--- src/rtl/irq_nest_pkg.sv ---
package irq_nest_pkg;

    localparam int NUM_SRC    = 29;
    localparam int SRC_W      = 5;
    localparam int LVL_W      = 3;
    localparam int KEY_W      = SRC_W + 1;
    localparam int GRP_BASE   = 8;
    localparam int GRP_N      = 5;
    localparam int GRP_STRIDE = 6;
    localparam int GRP_OFS    = 2;
    localparam int ADDR_W     = 2;
    localparam int DATA_W     = 32;

    localparam logic [ADDR_W-1:0] A_CFG  = 2'd0;
    localparam logic [ADDR_W-1:0] A_PEND = 2'd1;
    localparam logic [ADDR_W-1:0] A_MASK = 2'd2;
    localparam logic [ADDR_W-1:0] A_INSV = 2'd3;

    typedef struct packed {
        logic             sch;
        logic [SRC_W-1:0] hp;
        logic [LVL_W-1:0] lvl;
        logic             en;
    } cfg_t;

    localparam int CFG_W = $bits(cfg_t);

    // Priority slot of source s; slot 0 is the highest.
    function automatic int rank_of(input int s, input bit sch, input int n,
                                   input int base, input int gn,
                                   input int stride, input int ofs);
        int ord;
        int cnt;
        int res;
        res = s;
        if (sch) begin
            if (s >= base && s < base + gn) begin
                res = stride * (s - base) + ofs;
            end else begin
                ord = (s < base) ? s : s - gn;
                cnt = 0;
                for (int slot = 0; slot < n; slot++) begin
                    if (!((slot % stride) == ofs && (slot / stride) < gn)) begin
                        if (cnt == ord) res = slot;
                        cnt++;
                    end
                end
            end
        end
        return res;
    endfunction

endpackage

--- src/rtl/irq_rank_map.sv ---
module irq_rank_map #(
    parameter int NUM_SRC = irq_nest_pkg::NUM_SRC,
    parameter int SRC_W   = irq_nest_pkg::SRC_W,
    localparam int KEY_W  = SRC_W + 1
) (
    input  logic [SRC_W-1:0]              hp_i,
    input  logic                          sch_i,
    output logic [NUM_SRC-1:0][KEY_W-1:0] key_o
);
    import irq_nest_pkg::*;

    for (genvar s = 0; s < NUM_SRC; s++) begin : g_key
        localparam int RK0 = rank_of(s, 1'b0, NUM_SRC, GRP_BASE, GRP_N, GRP_STRIDE, GRP_OFS);
        localparam int RK1 = rank_of(s, 1'b1, NUM_SRC, GRP_BASE, GRP_N, GRP_STRIDE, GRP_OFS);
        logic promoted;
        assign promoted = (hp_i == SRC_W'(s));
        // Smaller key wins; the promoted source drops its top bit.
        assign key_o[s] = {!promoted, sch_i ? SRC_W'(RK1) : SRC_W'(RK0)};
    end

endmodule

--- src/rtl/irq_pick.sv ---
module irq_pick #(
    parameter int NUM_SRC = irq_nest_pkg::NUM_SRC,
    parameter int SRC_W   = irq_nest_pkg::SRC_W,
    localparam int KEY_W  = SRC_W + 1
) (
    input  logic                          clk,
    input  logic                          rst_n,
    input  logic [NUM_SRC-1:0]            pend_i,
    input  logic [NUM_SRC-1:0]            mask_i,
    input  logic [NUM_SRC-1:0]            insv_i,
    input  logic [NUM_SRC-1:0][KEY_W-1:0] key_i,
    output logic                          win_valid_o,
    output logic [SRC_W-1:0]              win_idx_o
);
    logic [KEY_W:0]       ceil_key;
    logic [KEY_W:0]       best_key;
    logic [NUM_SRC-1:0]   elig;

    always_comb begin
        ceil_key = {1'b1, {KEY_W{1'b0}}};
        for (int i = 0; i < NUM_SRC; i++) begin
            if (insv_i[i] && ({1'b0, key_i[i]} < ceil_key)) ceil_key = {1'b0, key_i[i]};
        end
        best_key  = '1;
        win_idx_o = '0;
        for (int i = 0; i < NUM_SRC; i++) begin
            elig[i] = pend_i[i] && mask_i[i] && ({1'b0, key_i[i]} < ceil_key);
            if (elig[i] && ({1'b0, key_i[i]} < best_key)) begin
                best_key  = {1'b0, key_i[i]};
                win_idx_o = SRC_W'(i);
            end
        end
        win_valid_o = |elig;
    end

    AST_WIN_IS_ENABLED: assert property (@(posedge clk) disable iff (!rst_n)
        win_valid_o |-> (pend_i[win_idx_o] && mask_i[win_idx_o]));
    AST_WIN_NOT_IN_SERVICE: assert property (@(posedge clk) disable iff (!rst_n)
        win_valid_o |-> !insv_i[win_idx_o]);

endmodule

--- src/rtl/irq_nest_ctl.sv ---
module irq_nest_ctl #(
    parameter int NUM_SRC = irq_nest_pkg::NUM_SRC,
    parameter int SRC_W   = irq_nest_pkg::SRC_W,
    parameter int LVL_W   = irq_nest_pkg::LVL_W,
    parameter int ADDR_W  = irq_nest_pkg::ADDR_W,
    parameter int DATA_W  = irq_nest_pkg::DATA_W,
    localparam int KEY_W  = SRC_W + 1,
    localparam int LVL_N  = 1 << LVL_W
) (
    input  logic               clk,
    input  logic               rst_n,
    input  logic [NUM_SRC-1:0] src_i,
    input  logic               wr_en,
    input  logic [ADDR_W-1:0]  addr,
    input  logic [DATA_W-1:0]  wdata,
    output logic [DATA_W-1:0]  rdata,
    input  logic               ack_i,
    output logic [SRC_W-1:0]   vec_o,
    output logic [LVL_N-1:0]   irq_lvl_o
);
    import irq_nest_pkg::*;

    typedef struct packed {
        cfg_t               cfg;
        logic [NUM_SRC-1:0] mask;
        logic [NUM_SRC-1:0] pend;
        logic [NUM_SRC-1:0] insv;
        logic [NUM_SRC-1:0] src_prev;
        logic [LVL_N-1:0]   irq;
        logic [SRC_W-1:0]   vec;
    } state_t;

    state_t st_d, st_q;

    logic [NUM_SRC-1:0][KEY_W-1:0] key;
    logic                          win_valid;
    logic [SRC_W-1:0]              win_idx;
    logic [NUM_SRC-1:0]            edges;
    logic [NUM_SRC-1:0]            pend_clr;
    logic [NUM_SRC-1:0]            insv_clr;
    logic [NUM_SRC-1:0]            insv_set;

    irq_rank_map #(.NUM_SRC(NUM_SRC), .SRC_W(SRC_W)) rank_i (
        .hp_i  (st_q.cfg.hp),
        .sch_i (st_q.cfg.sch),
        .key_o (key)
    );

    irq_pick #(.NUM_SRC(NUM_SRC), .SRC_W(SRC_W)) pick_i (
        .clk         (clk),
        .rst_n       (rst_n),
        .pend_i      (st_q.pend),
        .mask_i      (st_q.mask),
        .insv_i      (st_q.insv),
        .key_i       (key),
        .win_valid_o (win_valid),
        .win_idx_o   (win_idx)
    );

    always_comb begin
        st_d     = st_q;
        edges    = src_i & ~st_q.src_prev;
        pend_clr = (wr_en && addr == A_PEND) ? wdata[NUM_SRC-1:0] : '0;
        insv_clr = (wr_en && addr == A_INSV) ? wdata[NUM_SRC-1:0] : '0;
        insv_set = '0;

        st_d.src_prev = src_i;
        st_d.pend     = (st_q.pend & ~pend_clr) | edges;

        if (wr_en && addr == A_CFG)  st_d.cfg  = cfg_t'(wdata[CFG_W-1:0]);
        if (wr_en && addr == A_MASK) st_d.mask = wdata[NUM_SRC-1:0];

        if (ack_i) begin
            if (win_valid) begin
                insv_set[win_idx] = 1'b1;
                st_d.vec          = win_idx + SRC_W'(1);
            end else begin
                st_d.vec = '0;
            end
        end
        st_d.insv = (st_q.insv & ~insv_clr) | insv_set;

        st_d.irq = '0;
        if (st_q.cfg.en && win_valid) st_d.irq[st_q.cfg.lvl] = 1'b1;
    end

    always_ff @(posedge clk or negedge rst_n) begin
        if (!rst_n) st_q <= '0;
        else        st_q <= st_d;
    end

    always_comb begin
        case (addr)
            A_CFG:   rdata = DATA_W'(st_q.cfg);
            A_PEND:  rdata = DATA_W'(st_q.pend);
            A_MASK:  rdata = DATA_W'(st_q.mask);
            default: rdata = DATA_W'(st_q.insv);
        endcase
    end

    assign vec_o     = st_q.vec;
    assign irq_lvl_o = st_q.irq;

    AST_EDGE_SETS_PEND: assert property (@(posedge clk) disable iff (!rst_n)
        (|(src_i & ~st_q.src_prev)) |=>
        ((st_q.pend & $past(src_i & ~st_q.src_prev)) == $past(src_i & ~st_q.src_prev)));
    AST_MASKED_QUIET: assert property (@(posedge clk) disable iff (!rst_n)
        (|irq_lvl_o) |-> $past(|(st_q.pend & st_q.mask)));
    AST_LVL_ONEHOT: assert property (@(posedge clk) disable iff (!rst_n)
        $onehot0(irq_lvl_o));
    AST_LVL_FIELD: assert property (@(posedge clk) disable iff (!rst_n)
        (|irq_lvl_o) |-> (irq_lvl_o[$past(st_q.cfg.lvl)] && $past(st_q.cfg.en)));
    AST_ACK_HIT: assert property (@(posedge clk) disable iff (!rst_n)
        (ack_i && win_valid) |=> ((vec_o != '0) && (|st_q.insv)));
    AST_ACK_EMPTY: assert property (@(posedge clk) disable iff (!rst_n)
        (ack_i && !win_valid && !(wr_en && addr == A_INSV)) |=>
        ((vec_o == '0) && $stable(st_q.insv)));

endmodule

--- config.mk ---
export PLATFORM = sky130hd
export DESIGN_NAME = irq_nest_ctl
export DESIGN_NICKNAME = d
export VERILOG_FILES = /design/src/rtl/irq_nest_pkg.sv /design/src/rtl/irq_rank_map.sv /design/src/rtl/irq_pick.sv /design/src/rtl/irq_nest_ctl.sv
export SDC_FILE = /design/constraint.sdc
export NUM_CORES = 1
export LEC_CHECK = 0
export ABC_AREA = 1
export BUFFER_PORTS_ARGS = -buffer_cell sky130_fd_sc_hd__buf_2
export CAP_MARGIN = 20
export CORE_MARGIN = 2
export CORE_UTILIZATION = 60
export DETAILED_ROUTE_END_ITERATION = 7
export GPL_ROUTABILITY_DRIVEN = 0
export HOLD_SLACK_MARGIN = 0.06
export PLACE_DENSITY = 0.88
export RECOVER_POWER = 50
export REMOVE_ABC_BUFFERS = 1
export SETUP_SLACK_MARGIN = 0.4
export SLEW_MARGIN = 20
export SYNTH_ARGS = -nofsm -noshare
export SYNTH_HDL_FRONTEND = slang
export SYNTH_SLANG_ARGS = --single-unit
--- constraint.sdc ---
create_clock -name clk -period 60.6 [get_ports clk]
set_clock_uncertainty 0.15 [all_clocks]
set_input_delay 3.03 -clock clk [delete_from_list [all_inputs] [get_ports clk]]
set_output_delay 3.03 -clock clk [all_outputs]
set_load 0.1 [all_outputs]
==> reports/summary.txt, run 1 <==
Status = finished with violations
Failing checks = design-rule violations, max-capacitance violations, max-slew violations
Final min period = 54.58 ns
Capturing element type of the critical path = register
Synth top area share = 22.90%
Core area = 25040 µm²
Max Cap Viol = 2
Critical path fanouts, max = 16
Unrepaired setup endpoints after global routing = false
Worst-margin pin slew = 3.319 ns
DIE WIDTH = 163.1 µm
Largest net degree at the start of global routing = 84
Full die area = 26610 µm²
Post-synthesis sequential area ratio = 22.90%
Crit path required time = 60.78 ns
Post-synthesis cell count = 2243
R2R depth = 361
DPL Wire Length = 31.71 mm
Top FF cell, synth = dfrtp_1
Drt pass-1 iters = 8
CP Buf/Inv Count = 34
Worst Hold Class = register to register
Most instantiated cells after synthesis = nand2_1, inv_1, o21ai_0
Initial core utilization = 60.68%
Post-route ant nets = 0
Synth warn = 0
Fmax = 0.01832 GHz
Post-synth EDFFs = 0
CP startpoint kind = register
Synth unique cells = 77
Vias after detailed routing = 15620
Post-Syn Area per Cell = 6.773 µm²
Nets = 2527
Final Max Slew Viols = 124
Floorplan row count = 58
Reg clk slew, reported paths = 0.07 ns
Overall routing resource usage = 32.95%
Asr flop ratio synth = 100.0%
Setup violators final = 0
# hold bufs at CTS = 0
Setup CP Type = register to register
Total gr overflow = 0
DR iter-0 viols = 1689
Ports = 112
Vias in the first global route = 14770
CTS buffer count = 17
# clock sinks = 139
# DRC = 7
Ratio of cells with drive above 1 in the final layout = 19.11%
CTS tree = yes
Hold path cells = 1
Postcts setup bufs = 0
Most common cell in the netlist = nand2_1
Vias per inst = 5.861
Setup TNS = 0 ns
Slew headroom = -121.3%
Slowest CP cell = dfrtp_1
WP depth = 361
Routed len/inst = 16.48 µm
First-pass GRT wire length = 70.55 mm
Root Buffer = clkbuf_16
Synth area leaders = dfrtp_1, nand2_1, ha_1
Insertion delay of the later-clocked pin in the worst-skew pair = 0.45 ns
Max clock buf depth = 2
Crit-path max cell delay = 0.50 ns
Cts repair resizes = 0
H-tree lvl count = 4
CP Data Arrival Time = 54.76 ns
Top cell by count, worst path = nand2_1
Final worst-path cycle share = 90.07%
Die Height = 163.1 µm
Initial antenna violation count = 0
Crit path max-delay family = simple AND/OR/NAND/NOR gates
FF+latch count, synth = 139
Mapped Area = 15190 µm²
Post-synth top area cell = dfrtp_1
I/O Buffers = 105
Area Overhead vs Synth = 7.610%
Final Hold Viols = 0
Drt total wl = 43.92 mm
worst register-to-register path: cells and delay by family (launching register included):
kind | cells | cell delay [ns]
DFF | 1 | 0.50
and+or+nand+nor | 203 | 22.13
buffers and inverters | 34 | 2.83
adders and majority gates | 49 | 14.15
AOI/OAI and AO/OA | 75 | 14.71
logic make-up after synthesis:
| group | count (synthesis) | synth area share [%] |
|---|---|---|
| AO/OA/AOI/OAI | 398 | 15.48 |
| adder cells (fa/ha/maj) | 139 | 11.45 |
| buffers and inverters | 396 | 11.64 |
| flip-flops | 139 | 22.90 |
| other | 1 | 0.02468 |
| AND/OR/NAND/NOR | 1170 | 38.51 |
metal layers:
metal  part of all wire [%]  global-route usage, %
met5                      0                      0
met4                    5.7                  18.46
met3                    9.6                  6.653
met2                     45                  53.95
met1                     39                  40.62
path summary, 6_finish.rpt:
check	startpoint	to	slack [ns]
max in group asynchronous	rst_n	st_q[120]	51.73
min in group asynchronous	rst_n	st_q[18]	3.53
worst min-delay path	st_q[13]	st_q[71]	0.26
worst min register to register	st_q[13]	st_q[71]	0.26
worst max register to register	st_q[137]	st_q[65]	6.02
worst max-delay path	st_q[137]	st_q[65]	6.02
flip-flops by register name, indices dropped and copies added (netlist names):
signal / count
st_q: 126
vec_o: 5
irq_lvl_o: 8
metrics by stage:
stage	hold WS, ns	cell area [µm²]	setup WS, ns	cells	util (%)
floorplan	0.2496	14730	12.13	2186	-
global route	0.2840	16350	1.453	2664	65.29
global placement	0.2518	15760	9.976	2631	62.96
finish	0.2648	16350	6.015	2665	65.30
CTS	0.2722	16370	6.963	2663	65.37
detailed placement	0.2630	15770	8.045	2631	62.97
cell type report:
| type | count | area, µm² |
|---|---|---|
| clock buffer | 17 | 425.4 |
| inverter | 337 | 1301 |
| clock inverter | 15 | 176.4 |
| sequential | 139 | 3480 |
| multi-input combinational | 1710 | 9965 |
| timing repair buffer | 116 | 585.6 |
| tap | 330 | 412.9 |
| antenna | 1 | 2.502 |
| fill | 2094 | 8688 |
cell usage in the layout (no fill, tap or decap), drive strengths merged, types with 6 or more instances in the layout:
cell type	netlist	routed
a21oi	76	76
a31oi	18	18
buf	28	103
clkbuf	29	30
clkinv	10	15
dfrtp	139	139
ha	139	139
inv	326	335
nand2	758	758
nand3	181	181
nand3b	6	6
nand4	32	32
nor2	161	161
nor3	13	13
o211a	8	8
o211ai	14	14
o21a	9	9
o21ai	245	245
or2	10	10
Power of run 1 is left out: the tool's default activity adds up to more than one toggle a clock period on the data nets, which glitch-free logic cannot reach.
==> run 2, diff against run 1 <==
- PLACE_DENSITY: 0.88 -> 0.79
- REMOVE_ABC_BUFFERS: 1 -> default
- SETUP_SLACK_MARGIN: 0.4 -> 0.05
==> reports/summary.txt, run 2 (same netlist as run 1, synthesis figures left out) <==
Most frequent cells in the layout = nand2_1, inv_1, o21ai_0, nand3_1, ha_1
DR iter-0 viols = 1411 (-16%)
CP startpoint kind = register
Unrepaired setup endpoints after global routing = false
Insertion delay of the later-clocked pin in the worst-skew pair = 0.42 ns (-0.03 ns)
Overall routing resource usage = 32.61% (-0.34 points)
Ratio of cells with drive above 1 in the final layout = 18.86% (-0.25 points)
Reg clk slew, reported paths = 0.06 ns (about the same)
Setup TNS = 0 ns (unchanged)
DPL Wire Length = 33.16 mm (+4.6%)
Post-route ant nets = 0 (unchanged)
Vias after detailed routing = 15270 (-2.2%)
# DRC = 0 (-7)
Core area = 25040 µm² (unchanged)
Ports = 112 (unchanged)
H-tree lvl count = 4 (unchanged)
Die Height = 163.1 µm (unchanged)
Top cell by count, worst path = nand2_1
Wl on met1 = 18.48 mm (+6.8%)
Capturing element type of the critical path = register
Cts repair resizes = 0 (unchanged)
Area Overhead vs Synth = 7.528% (about the same)
Initial core utilization = 60.68% (unchanged)
Initial antenna violation count = 1 (+1)
Nets = 2521 (-0.24%)
Commonest non-fill, non-tap cell in the layout = nand2_1
Drt total wl = 43.22 mm (-1.6%)
CTS tree = yes
Max Cap Viol = 2 (unchanged)
Failing checks = max-capacitance violations, max-slew violations
WL met2 = 19.89 mm (about the same)
Worst Hold Class = register to register
Postcts setup bufs = 0 (unchanged)
DIE WIDTH = 163.1 µm (unchanged)
Max clock buf depth = 2 (unchanged)
CP Buf/Inv Count = 34 (unchanged)
Crit path required time = 60.80 ns (+0.02 ns)
Placed Area = 15720 µm² (-0.27%)
Crit-path max cell delay = 0.65 ns (+0.15 ns)
Fmax = 0.01854 GHz (+1.2%)
First-pass GRT wire length = 69.84 mm (-1.0%)
CP Data Arrival Time = 54.15 ns (-0.61 ns)
Final instance area = 16340 µm² (about the same)
Worst-margin pin slew = 4.018 ns (+0.6994 ns)
CTS buffer count = 17 (unchanged)
Slew headroom = -167.9% (-47 points)
Setup CP Type = register to register
Critical path fanouts, max = 16 (unchanged)
Largest net degree at the start of global routing = 84 (unchanged)
Slowest CP cell = nor2_1
Floorplan row count = 58 (unchanged)
Highest Signal Layer = met4
# clock sinks = 139 (unchanged)
Total gr overflow = 0 (unchanged)
Crit path max-delay family = simple AND/OR/NAND/NOR gates
I/O Buffers = 105 (unchanged)
Routed len/inst = 16.26 µm (-1.3%)
Setup violators final = 0 (unchanged)
Status = finished with violations
Final min period = 53.95 ns (-0.6373 ns)
Final Max Slew Viols = 142 (+15%)
Met3 wire len = 3.724 mm (-12%)
Total inserted antenna cells = 0 (-1)
Largest Register = st_q
# hold bufs at CTS = 0 (unchanged)
Root Buffer = clkbuf_16
Vias in the first global route = 14290 (-3.3%)
Final Hold Viols = 0 (unchanged)
Final worst-path cycle share = 89.02% (-1.1 points)
Vias per inst = 5.746 (-2.0%)
Full die area = 26610 µm² (unchanged)
Final hold slack = 0.2644 ns (-0.0004110 ns)
Number of flip-flops in the largest register = 126 (unchanged)
Drt pass-1 iters = 5 (-3)
## run 2: routing by layer
| layer | up-vias | track usage (%) |
|---|---|---|
| met4 | 0 | 10.30 |
| met5 | - | 0 |
| met1 | 7107 | 43.42 |
| met2 | 638 | 53.81 |
| met3 | 104 | 5.967 |
| li1 | 7425 | - |
## run 2: path summary, 6_finish.rpt
check	start	endpoint	slack, ns	cells after the start
max	st_q[137]	st_q[61]	6.65	358
min	st_q[14]	st_q[72]	0.26	1
max reg2reg	st_q[137]	st_q[61]	6.65	358
min reg2reg	st_q[14]	st_q[72]	0.26	1
max in group asynchronous	rst_n	st_q[64]	51.66	2
min in group asynchronous	rst_n	st_q[79]	3.55	1
## run 2: worst reg2reg max path: cells and delay by family (launching register included)
| family | cells | cell delay, ns |
|---|---|---|
| AND/OR/NAND/NOR | 202 | 22.11 |
| AO/OA/AOI/OAI | 73 | 14.22 |
| adder cells (fa/ha/maj) | 49 | 14.09 |
| buffers and inverters | 34 | 2.78 |
| flip-flops | 1 | 0.53 |
## run 2: cell type report
type	instances	area, µm²
multi-input combinational	1710	9960
fill	2229	8701
sequential	139	3480
inverter	337	1301
timing repair buffer	110	545.5
clock buffer	18	429.2
tap	330	412.9
clock inverter	14	207.7
## run 2: metrics by stage
step | setup WS, ns | cells | util [%]
floorplan | 12.69 | 2245 | -
global placement | 9.067 | 2626 | 62.80
detailed placement | 7.600 | 2626 | 62.80
CTS | 7.326 | 2658 | 65.34
global route | 1.423 | 2658 | 65.25
finish | 6.653 | 2658 | 65.25
Power of run 2 is left out for the same reason.
